===== src/rtl/smbcfg_pkg.sv =====
package smbcfg_pkg;

  localparam int REG_COUNT_IDX = 8;
  localparam int REG_ALARM_IDX = 10;
  localparam int REG_ALARM_BIT = 5;

  typedef enum logic [1:0] {ST_IDLE, ST_RX, ST_TX} busState_t;
  typedef enum logic [1:0] {RL_ADDR, RL_INDEX, RL_COUNT, RL_DATA} rxRole_t;

  typedef struct packed {
    logic       setIndex;
    logic       storeByte;
    logic       advance;
    logic [7:0] byteVal;
  } dpStrobe_t;

  function automatic logic [7:0] regResetValue(input int idx);
    case (idx)
      1, 2:          return 8'hFF;
      REG_COUNT_IDX: return 8'h0F;
      9:             return 8'h07;
      default:       return 8'h00;
    endcase
  endfunction

  function automatic logic [7:0] regKeepMask(input int idx);
    if (idx == REG_ALARM_IDX) return 8'(1 << REG_ALARM_BIT);
    return 8'h00;
  endfunction

endpackage


===== src/rtl/smb_line_filter.sv =====
module smb_line_filter #(
  parameter int FILT_LEN = 3
) (
  input  logic clk,
  input  logic rstN,
  input  logic lineIn,
  output logic lineLvl,
  output logic lineRise,
  output logic lineFall
);
  localparam int CNT_W = $clog2(FILT_LEN + 1);
  localparam logic [CNT_W-1:0] CNT_LAST = CNT_W'(FILT_LEN - 1);

  logic [1:0]       syncQ;
  logic [CNT_W-1:0] runCnt;
  logic             levelQ;
  logic             levelDly;

  always_ff @(posedge clk or negedge rstN) begin
    if (!rstN) begin
      syncQ    <= 2'b11;
      runCnt   <= '0;
      levelQ   <= 1'b1;
      levelDly <= 1'b1;
    end else begin
      syncQ    <= {syncQ[0], lineIn};
      levelDly <= levelQ;
      if (syncQ[1] != levelQ) begin
        if (runCnt == CNT_LAST) begin
          levelQ <= syncQ[1];
          runCnt <= '0;
        end else begin
          runCnt <= runCnt + 1'b1;
        end
      end else begin
        runCnt <= '0;
      end
    end
  end

  assign lineLvl  = levelQ;
  assign lineRise = levelQ & ~levelDly;
  assign lineFall = ~levelQ & levelDly;


  filter_hold_chk: assert property (@(posedge clk) disable iff (!rstN)
    !$stable(levelQ) |-> (syncQ[1] == levelQ));

endmodule


===== src/rtl/smb_ctrl.sv =====
module smb_ctrl
  import smbcfg_pkg::*;
#(
  parameter logic [7:0] WR_ADDR = 8'hD2,
  parameter logic [7:0] RD_ADDR = 8'hD3
) (
  input  logic       clk,
  input  logic       rstN,
  input  logic       sclLvl,
  input  logic       sclRise,
  input  logic       sclFall,
  input  logic       sdaLvl,
  input  logic       sdaRise,
  input  logic       sdaFall,
  input  logic [7:0] readByte,
  input  logic [7:0] countByte,
  output dpStrobe_t  dpStb,
  output logic       sdaPullLow
);
  busState_t  state;
  rxRole_t    role;
  logic [3:0] bitCnt;
  logic       inAck;
  logic       ackDrive;
  logic       txPend;
  logic       hostAck;
  logic [7:0] shiftQ;
  logic [7:0] remain;

  logic startDet, stopDet;
  assign startDet = sclLvl & sdaFall;
  assign stopDet  = sclLvl & sdaRise;

  always_ff @(posedge clk or negedge rstN) begin
    if (!rstN) begin
      state    <= ST_IDLE;
      role     <= RL_ADDR;
      bitCnt   <= '0;
      inAck    <= 1'b0;
      ackDrive <= 1'b0;
      txPend   <= 1'b0;
      hostAck  <= 1'b0;
      shiftQ   <= 8'hFF;
      remain   <= '0;
      dpStb    <= '0;
    end else begin
      dpStb <= '0;
      if (stopDet) begin
        state    <= ST_IDLE;
        ackDrive <= 1'b0;
        inAck    <= 1'b0;
        txPend   <= 1'b0;
      end else if (startDet) begin
        state    <= ST_RX;
        role     <= RL_ADDR;
        bitCnt   <= '0;
        inAck    <= 1'b0;
        ackDrive <= 1'b0;
        txPend   <= 1'b0;
      end else begin
        case (state)
          ST_RX: begin
            if (sclRise && !inAck && bitCnt < 4'd8) begin
              shiftQ <= {shiftQ[6:0], sdaLvl};
              bitCnt <= bitCnt + 4'd1;
            end else if (sclFall && !inAck && bitCnt == 4'd8) begin
              inAck    <= 1'b1;
              ackDrive <= 1'b1;
              case (role)
                RL_ADDR: begin
                  if (shiftQ == WR_ADDR) begin
                    role <= RL_INDEX;
                  end else if (shiftQ == RD_ADDR) begin
                    txPend <= 1'b1;
                  end else begin
                    ackDrive <= 1'b0;
                    inAck    <= 1'b0;
                    state    <= ST_IDLE;
                  end
                end
                RL_INDEX: begin
                  dpStb.setIndex <= 1'b1;
                  dpStb.byteVal  <= shiftQ;
                  role           <= RL_COUNT;
                end
                RL_COUNT: begin
                  remain <= shiftQ;
                  role   <= RL_DATA;
                end
                default: begin
                  if (remain != 8'd0) begin
                    dpStb.storeByte <= 1'b1;
                    dpStb.byteVal   <= shiftQ;
                    remain          <= remain - 8'd1;
                  end
                end
              endcase
            end else if (sclFall && inAck) begin
              inAck    <= 1'b0;
              ackDrive <= 1'b0;
              bitCnt   <= '0;
              if (txPend) begin
                txPend <= 1'b0;
                state  <= ST_TX;
                shiftQ <= countByte;
              end
            end
          end
          ST_TX: begin
            if (sclFall && bitCnt < 4'd8) begin
              shiftQ <= {shiftQ[6:0], 1'b1};
              bitCnt <= bitCnt + 4'd1;
            end else if (sclRise && bitCnt == 4'd8) begin
              hostAck <= ~sdaLvl;
            end else if (sclFall && bitCnt == 4'd8) begin
              if (hostAck) begin
                shiftQ        <= readByte;
                dpStb.advance <= 1'b1;
                bitCnt        <= '0;
              end else begin
                state <= ST_IDLE;
              end
            end
          end
          default: ;
        endcase
      end
    end
  end

  assign sdaPullLow = ackDrive | ((state == ST_TX) && (bitCnt < 4'd8) && !shiftQ[7]);


  sda_change_chk: assert property (@(posedge clk) disable iff (!rstN)
    !$stable(sdaPullLow) |-> !sclLvl);


  stop_release_chk: assert property (@(posedge clk) disable iff (!rstN)
    stopDet |=> !sdaPullLow);

endmodule


===== src/rtl/smb_regbank.sv =====
module smb_regbank
  import smbcfg_pkg::*;
#(
  parameter int NUM_REGS = 15,
  parameter int IDX_W    = $clog2(NUM_REGS)
) (
  input  logic                  clk,
  input  logic                  rstN,
  input  dpStrobe_t             dpStb,
  output logic [7:0]            readByte,
  output logic [7:0]            countByte,
  output logic [NUM_REGS*8-1:0] regFlat,
  output logic                  wrStrobe,
  output logic [IDX_W-1:0]      wrIndex
);
  localparam logic [7:0] PTR_END = 8'(NUM_REGS);

  logic [7:0] ptrQ;
  logic       inRange;
  assign inRange = ptrQ < PTR_END;

  for (genvar i = 0; i < NUM_REGS; i++) begin : g_reg
    localparam logic [7:0] KEEP = regKeepMask(i);
    logic [7:0] regVal;
    always_ff @(posedge clk or negedge rstN) begin
      if (!rstN) regVal <= regResetValue(i);
      else if (dpStb.storeByte && ptrQ == 8'(i))
        regVal <= (dpStb.byteVal & ~KEEP) | (regVal & KEEP);
    end
    assign regFlat[i*8 +: 8] = regVal;
  end

  always_ff @(posedge clk or negedge rstN) begin
    if (!rstN) begin
      ptrQ     <= '0;
      wrStrobe <= 1'b0;
      wrIndex  <= '0;
    end else begin
      wrStrobe <= dpStb.storeByte && inRange;
      wrIndex  <= ptrQ[IDX_W-1:0];
      if (dpStb.setIndex) ptrQ <= dpStb.byteVal;
      else if ((dpStb.storeByte || dpStb.advance) && ptrQ != 8'hFF) ptrQ <= ptrQ + 8'd1;
    end
  end

  assign readByte  = inRange ? regFlat[ptrQ[IDX_W-1:0]*8 +: 8] : 8'hFF;
  assign countByte = regFlat[REG_COUNT_IDX*8 +: 8];


  ro_bit_chk: assert property (@(posedge clk) disable iff (!rstN)
    $stable(regFlat[REG_ALARM_IDX*8 + REG_ALARM_BIT]));


  wr_range_chk: assert property (@(posedge clk) disable iff (!rstN)
    wrStrobe |-> (32'(wrIndex) < NUM_REGS));


  wr_lands_chk: assert property (@(posedge clk) disable iff (!rstN)
    (dpStb.storeByte && inRange) |=> wrStrobe);

endmodule


===== src/rtl/smbus_cfg_slave.sv =====
module smbus_cfg_slave
  import smbcfg_pkg::*;
#(
  parameter int         NUM_REGS = 15,
  parameter int         FILT_LEN = 3,
  parameter logic [7:0] WR_ADDR  = 8'hD2,
  parameter int         IDX_W    = $clog2(NUM_REGS)
) (
  input  logic                  clk,
  input  logic                  rstN,
  input  logic                  sclIn,
  input  logic                  sdaIn,
  output logic                  sdaPullLow,
  output logic [NUM_REGS*8-1:0] cfgRegs,
  output logic                  wrStrobe,
  output logic [IDX_W-1:0]      wrIndex
);
  localparam logic [7:0] RD_ADDR = WR_ADDR | 8'h01;

  logic [1:0] rawLines, lineLvl, lineRise, lineFall;
  assign rawLines = {sdaIn, sclIn};

  for (genvar l = 0; l < 2; l++) begin : g_line
    smb_line_filter #(.FILT_LEN(FILT_LEN)) u_flt (
      .clk(clk), .rstN(rstN), .lineIn(rawLines[l]),
      .lineLvl(lineLvl[l]), .lineRise(lineRise[l]), .lineFall(lineFall[l]));
  end

  dpStrobe_t  dpStb;
  logic [7:0] readByte, countByte;

  smb_ctrl #(.WR_ADDR(WR_ADDR), .RD_ADDR(RD_ADDR)) u_ctrl (
    .clk(clk), .rstN(rstN),
    .sclLvl(lineLvl[0]), .sclRise(lineRise[0]), .sclFall(lineFall[0]),
    .sdaLvl(lineLvl[1]), .sdaRise(lineRise[1]), .sdaFall(lineFall[1]),
    .readByte(readByte), .countByte(countByte),
    .dpStb(dpStb), .sdaPullLow(sdaPullLow));

  smb_regbank #(.NUM_REGS(NUM_REGS), .IDX_W(IDX_W)) u_bank (
    .clk(clk), .rstN(rstN), .dpStb(dpStb),
    .readByte(readByte), .countByte(countByte), .regFlat(cfgRegs),
    .wrStrobe(wrStrobe), .wrIndex(wrIndex));

endmodule


===== config.mk =====
export PLATFORM = sky130hd
export DESIGN_NAME = smbus_cfg_slave
export DESIGN_NICKNAME = d
export VERILOG_FILES = /design/src/rtl/smbcfg_pkg.sv /design/src/rtl/smb_line_filter.sv /design/src/rtl/smb_ctrl.sv /design/src/rtl/smb_regbank.sv /design/src/rtl/smbus_cfg_slave.sv
export SDC_FILE = /design/constraint.sdc
export NUM_CORES = 1
export LEC_CHECK = 0
export BUFFER_PORTS_ARGS = -buffer_cell sky130_fd_sc_hd__buf_2
export CAP_MARGIN = 30
export CORE_MARGIN = 10
export CORE_UTILIZATION = 45
export CTS_CLUSTER_SIZE = 10
export DETAILED_ROUTE_END_ITERATION = 16
export GPL_ROUTABILITY_DRIVEN = 1
export PLACE_DENSITY = 0.71
export SLEW_MARGIN = 40
export SYNTH_ARGS = -nofsm -noshare
export SYNTH_HDL_FRONTEND = slang
export SYNTH_SLANG_ARGS = --single-unit
export TNS_END_PERCENT = 5

===== constraint.sdc =====
create_clock -name clk -period 3.1 [get_ports clk]
set_clock_uncertainty 0.1 [all_clocks]
set_input_delay 0.31 -clock clk [delete_from_list [all_inputs] [get_ports clk]]
set_output_delay 0.31 -clock clk [all_outputs]
set_load 0.05 [all_outputs]

Yosys cells after proc, flatten, opt, wreduce, memory -nomap -nowiden
Cells that the tools add are included.
{"block": "word_totals", "out_inout_bits": 126, "word_cells": 254, "inputBits": 4, "register_bits": 183}
{"block": "classes", "magnitude_cmp": 2, "reduce_logical": 56, "n_shift": 1, "bitwise_logic": 17, "n_eq_ne": 53, "mux": 82, "addsub": 5}
{"op": "8-bit 2-to-1 mux", "n": 16}
{"op": "120-bit by 8-bit indexed part select with 8-bit output", "n": 1}
{"op": "8-bit by 4-bit == test with 1-bit output (second input constant)", "n": 7}
{"op": "2-bit 2-to-1 mux", "n": 25}
{"op": "8-bit case mux with 2 select lines", "n": 3}
{"op": "8-bit by 3-bit == test with 1-bit output (second input constant)", "n": 4}
{"op": "4-bit 2-to-1 mux", "n": 8}
{"op": "4-bit by 2-bit != test with 1-bit output (second input constant)", "n": 8}
{"op": "1-bit logical AND", "n": 27}
{"op": "1-bit 2-to-1 mux", "n": 25}
{"op": "11-bit 2-to-1 mux", "n": 2}
{"op": "3-bit by 1-bit != test with 1-bit output (second input constant)", "n": 6}
{"op": "8-bit by 2-bit == test with 1-bit output (second input constant)", "n": 2}
{"op": "8-bit == test (second input constant)", "n": 2}
{"op": "4-bit by 1-bit != test with 1-bit output (second input constant)", "n": 4}
{"op": "5-bit by 3-bit != test with 1-bit output (second input constant)", "n": 3}
{"op": "7-bit AND reduction", "n": 2}
{"op": "6-bit AND reduction", "n": 2}
{"op": "4-bit nonzero test", "n": 3}
{"op": "11-bit AND reduction", "n": 1}
{"op": "5-bit by 1-bit != test with 1-bit output (second input constant)", "n": 2}
{"op": "2-bit nonzero test", "n": 5}
{"op": "1-bit inverter", "n": 9}
{"op": "9-bit AND reduction", "n": 1}
{"op": "other kinds (32)", "n": 48}

Longest topological paths before layout
{"block": "depth", "word_depth": 9, "ltp_mapped": 8, "ltp_nobuf": 7}

Modules after synthesis
From an unflattened synthesis, not the netlist that was laid out.
{"block": "hier_totals", "hier_cells": 747, "hier_area_um2": 9306.4}
{"module": "smb_regbank", "seq_area_each_um2": 3331.9, "area_each_um2": 6407.4, "cells_per_inst": 457, "instances": 1}
{"module": "smb_ctrl", "seq_area_each_um2": 960.9, "area_each_um2": 2451.1, "cells_per_inst": 264, "instances": 1}
{"module": "smb_line_filter", "seq_area_each_um2": 155.1, "area_each_um2": 224.0, "cells_per_inst": 13, "instances": 2}

Worst setup path after synthesis
OpenSTA, ideal clock, no wires.
{"block": "synth_path", "kind": "flip-flop to flip-flop", "from": "reg u_bank.ptrQ[0]", "to": "reg u_bank.g_reg[12].regVal[0]", "arrival_ps": 2110, "required_ps": 2875, "synth_period_minus_slack_ps": 2334, "setup_slack_ps": 766, "path_buffers": 3, "setup_time_ps": 125, "stages_incl_launch_ff": 8, "cell_sequence": "dfrtp_1 > buf_2 > buf_2 > buf_2 > inv_1 > ha_1 > nand4_1 > mux2_2"}
{"block": "synth_between", "elab_chain_len": 2}
{"item": "start: declaration", "line": "smb_regbank.sv:18", "rtl": "logic [7:0] ptrQ;"}
{"item": "start signal: assignment", "line": "smb_regbank.sv:41", "rtl": "if (dpStb.setIndex) ptrQ <= dpStb.byteVal;"}
{"item": "start signal: assignment", "line": "smb_regbank.sv:42", "rtl": "else if ((dpStb.storeByte || dpStb.advance) && ptrQ != 8'hFF) ptrQ <= ptrQ + 8'd1;"}
{"item": "8-bit by 4-bit == test with 1-bit output", "line": "smb_regbank.sv:27", "rtl": "else if (dpStb.storeByte && ptrQ == 8'(i))"}
{"item": "1-bit logical AND", "line": "smb_regbank.sv:27"}
{"item": "end signal: assignment", "line": "smb_regbank.sv:26", "rtl": "if (!rstN) regVal <= regResetValue(i);"}
{"item": "end signal: assignment", "line": "smb_regbank.sv:28", "rtl": "regVal <= (dpStb.byteVal & ~KEEP) | (regVal & KEEP);"}
{"item": "end: declaration", "line": "smb_regbank.sv:24", "rtl": "logic [7:0] regVal;"}
No other way between the ends.
A chain may end at the register's enable or synchronous reset.

Final worst setup path
{"block": "layout_path", "from": "reg u_bank.ptrQ[4]", "to": "reg u_bank.g_reg[13].regVal[2]"}
{"block": "layout_between", "elab_chain_len": 2}
{"item": "8-bit by 4-bit == test with 1-bit output", "line": "smb_regbank.sv:27"}
{"item": "1-bit logical AND", "line": "smb_regbank.sv:27"}
{"item": "end signal: assignment", "line": "smb_regbank.sv:26"}
{"item": "end signal: assignment", "line": "smb_regbank.sv:28"}
{"item": "end: declaration", "line": "smb_regbank.sv:24"}
No other way between the ends.

==> impl_metrics.csv <==
group,metric,value,unit
grt,grt_antenna_before_repair,0,
synthesis,synth_ff_type,"dfrtp_1",
route,dr.pass1.iters,5,
critical_path,slowest_delay,0.65,ns
synthesis,yosys-top-cells-area,"dfrtp_1, mux2_2, dfstp_2",
grt,grt_pass1_wl,37.2,mm
clock_network,cts_tree,"yes",
timing,rsz0062_at_grt,"no",
clock_network,cts_buffer_depth,2,
critical_path,path_class,"reg2reg",
grt,overflow,0,
synthesis,synth-seq-area-share,52.6,%
synthesis,syn_inst,685,
timing,fin_crit,2.65,ns
floorplan,core,18900,µm²
synthesis,synthTopCellsByCount,"dfrtp_1, mux2_2, nand2_1",
worst_hold_path,hp-class,"reg2reg",
critical_path,cp_num_buf_inv,0,
timing,setup_viol,0,
synthesis,yosysTopAreaCell,"dfrtp_1",
clock_network,cts_sinks,182,
grt,grt_max_degree,82,
synthesis,avgSynthCellArea,12.8,µm²
timing,fin_tns_setup,0,ns
synthesis,syn_nets,704,
grt,met2_usage,27.8,%
floorplan,dieArea,25400,µm²
power,leakagePower,4.99,nW
route,vias,6091,
critical_path,crit_path_end_kind,"register",
floorplan,die_h,159,µm
critical_path,crit_chain,"nor4_1 -> and2_1 -> nand4_1 -> mux2_2",
synthesis,synth_area,8740,µm²
synthesis,yosysUniqueCellTypes,67,
synthesis,yosysMostFrequentCell,"dfrtp_1",
timing,worstMarginPinSlew,0.760,ns
final_layout,drive_gt1_share,45.6,%
final_layout,fin_util,54.4,%
critical_path,crit_start,"u_bank.ptrQ[4]",
clock_network,cts_resized,0,
route,vias_per_cell,5.64,
clock_network,cts_made_buffers,17,
placement,numPortBuffers,128,
outcome,status,"complete, no violations",
critical_path,slowest_stage,"nand4_1",
critical_path,critPathMaxFanout,15,
grt,top_usage_layer,"met2",
placement,post-dp-hpwl,16.6,mm
worst_hold_path,worstHoldStart,"g_line[0].u_flt.syncQ[0]",
clock_network,clk_latency,0.43,ns
route,drtIter0Drc,491,
synthesis,synthArstFlopShare,100,%
critical_path,worstPathArrival,2.86,ns
synthesis,yosysWarnings,0,
final_layout,fin_cells,1080,
flow_run,maxCapViolCount,0,
power,p_per_area,571,nW/µm²
clock_network,clk_pin_slew,0.07,ns
synthesis,synth_edf_count,0,
timing,hold_viol,0,
timing,maxSlewHeadroom,48.7,%
critical_path,rr_startpoint,"u_bank.ptrQ[4]",
floorplan,row_count,50,
synthesis,ys_seq_elements,182,
route,routedWlPerCell,21.4,µm
floorplan,die_w,159,µm
power,ir_drop,0.449,mV
grt,met1_usage,25.1,%
grt,use_met3,4.44,%
route,drt_wl_total,23.1,mm
timing,fmax,377,MHz
grt,track_usage,18.2,%
grt,grt_pass1_vias,6360,
timing,finalCritPeriodShare,85.5,%
placement,dpl.cell_count,1045,
floorplan,pin_count,130,
synthesis,synth_top_area_share,40.9,%
critical_path,crit_family,"simple AND/OR/NAND/NOR gates",
final_layout,antenna_cells,0,
final_layout,synthToLayoutAreaGrowth,17.5,%
final_layout,fill_cells,1669,
critical_path,worst_ep_required_time,3.31,ns
clock_network,htree_levels,4,
final_layout,nets,826,
critical_path,cp-start-kind,"register",
floorplan,start_util,46.3,%
route,drc,0,
clock_network,root_buffer,"clkbuf_16",
placement,routabilityCongestion,0.861,
route,postRouteAntennaNets,0,
timing,drv_slew,0,
-- cell type report --
class | instances | area (µm²) | share of cell area, %
clock buffer | 18 | 429 | 4.18
clock inverter | 14 | 169 | 1.64
inverter | 19 | 71.3 | 0.694
multi-input combinational | 447 | 3910 | 38.0
sequential | 182 | 4600 | 44.8
tap | 260 | 325 | 3.17
timing repair buffer | 140 | 769 | 7.49
-- what timing repair did --
item	4_1_cts	5_1_grt
hold buffers	3	0
hold endpoints to repair	67	0
endpoints found under the setup margin	0	0
buffers inserted	0	0
-- layout by cell type, fill, tap and decap left out, types with 5 or more instances in the layout --
cell type,Yosys,layout
a21oi_1,14,14
a22o_1,5,5
a31o_2,5,5
a31oi_1,11,11
and2_1,11,11
and3_1,5,5
buf_2,6,127
buf_4,1,7
clkbuf_16,0,17
dfrtp_1,143,142
dfstp_2,39,39
ha_1,15,15
inv_1,17,17
mux2_2,121,121
mux2i_1,21,21
mux4_2,23,23
nand2_1,48,48
nand2b_1,6,6
nand3_1,22,22
nand4_1,6,6
nor2_1,23,23
nor3_1,9,9
o21ai_0,32,32
o2bb2ai_1,8,8
xnor2_1,5,5
xor2_1,5,5
-- per-layer routing --
layer	vias up	part of all wire, %	wire [µm]
met5	-	0	0
met4	0	1.8	408
met1	3137	46	10700
li1	2760	-	-
met2	170	46	10700
met3	24	5.8	1330
-- worst paths after layout --
check	end	slack (ns)	cells past startpoint
min in group asynchronous	u_bank.g_reg[6].regVal[0]	0.39	2
max	u_bank.g_reg[13].regVal[2]	0.45	4
min	g_line[0].u_flt.syncQ[1]	0.26	0
min reg2reg	g_line[0].u_flt.syncQ[1]	0.26	0
max in group asynchronous	g_line[1].u_flt.syncQ[0]	1.58	3
max reg2reg	u_bank.g_reg[13].regVal[2]	0.45	4
-- cell families after synthesis --
family	Yosys count	synth area share, %
xor+xnor	10	1.00
other cells	1	0.0429
flops	182	52.6
mux	165	23.9
simple gates	159	9.69
buf+inv	56	2.69
compound gates	97	7.87
fa+ha+maj	15	2.15
-- through the flow --
step	hold slack (ns)	area (µm²)	setup WS [ns]	power, mW
finish	0.257	10300	0.450	5.87
floorplan	-0.0856	8740	0.766	3.40
detailed placement	0.247	9650	0.532	3.69
global route	0.265	10300	0.241	6.14
global placement	0.246	9650	0.623	3.67
CTS	0.258	10300	0.518	5.90
-- report_power, final --
group	switching [mW]	internal [mW]	total, mW	leakage, nW
combinational	0.621	0.353	0.974	2.30
sequential	0.143	2.54	2.68	2.39
clock	0.998	1.22	2.22	0.289
total	1.76	4.11	5.87	4.99
-- state kept, by name, indices dropped and copies added, names as in the netlist, 4 cells and up --
name / cells
u_bank.countByte: 8
u_bank.ptrQ: 8
u_ctrl.dpStb: 11
g_line.u_flt.runCnt: 4
u_bank.wrIndex: 4
u_ctrl.bitCnt: 4
u_ctrl.shiftQ: 8
u_ctrl.remain: 8
g_line.u_flt.syncQ: 4
u_bank.g.regVal: 111
(Power assumes the default switching activity.)
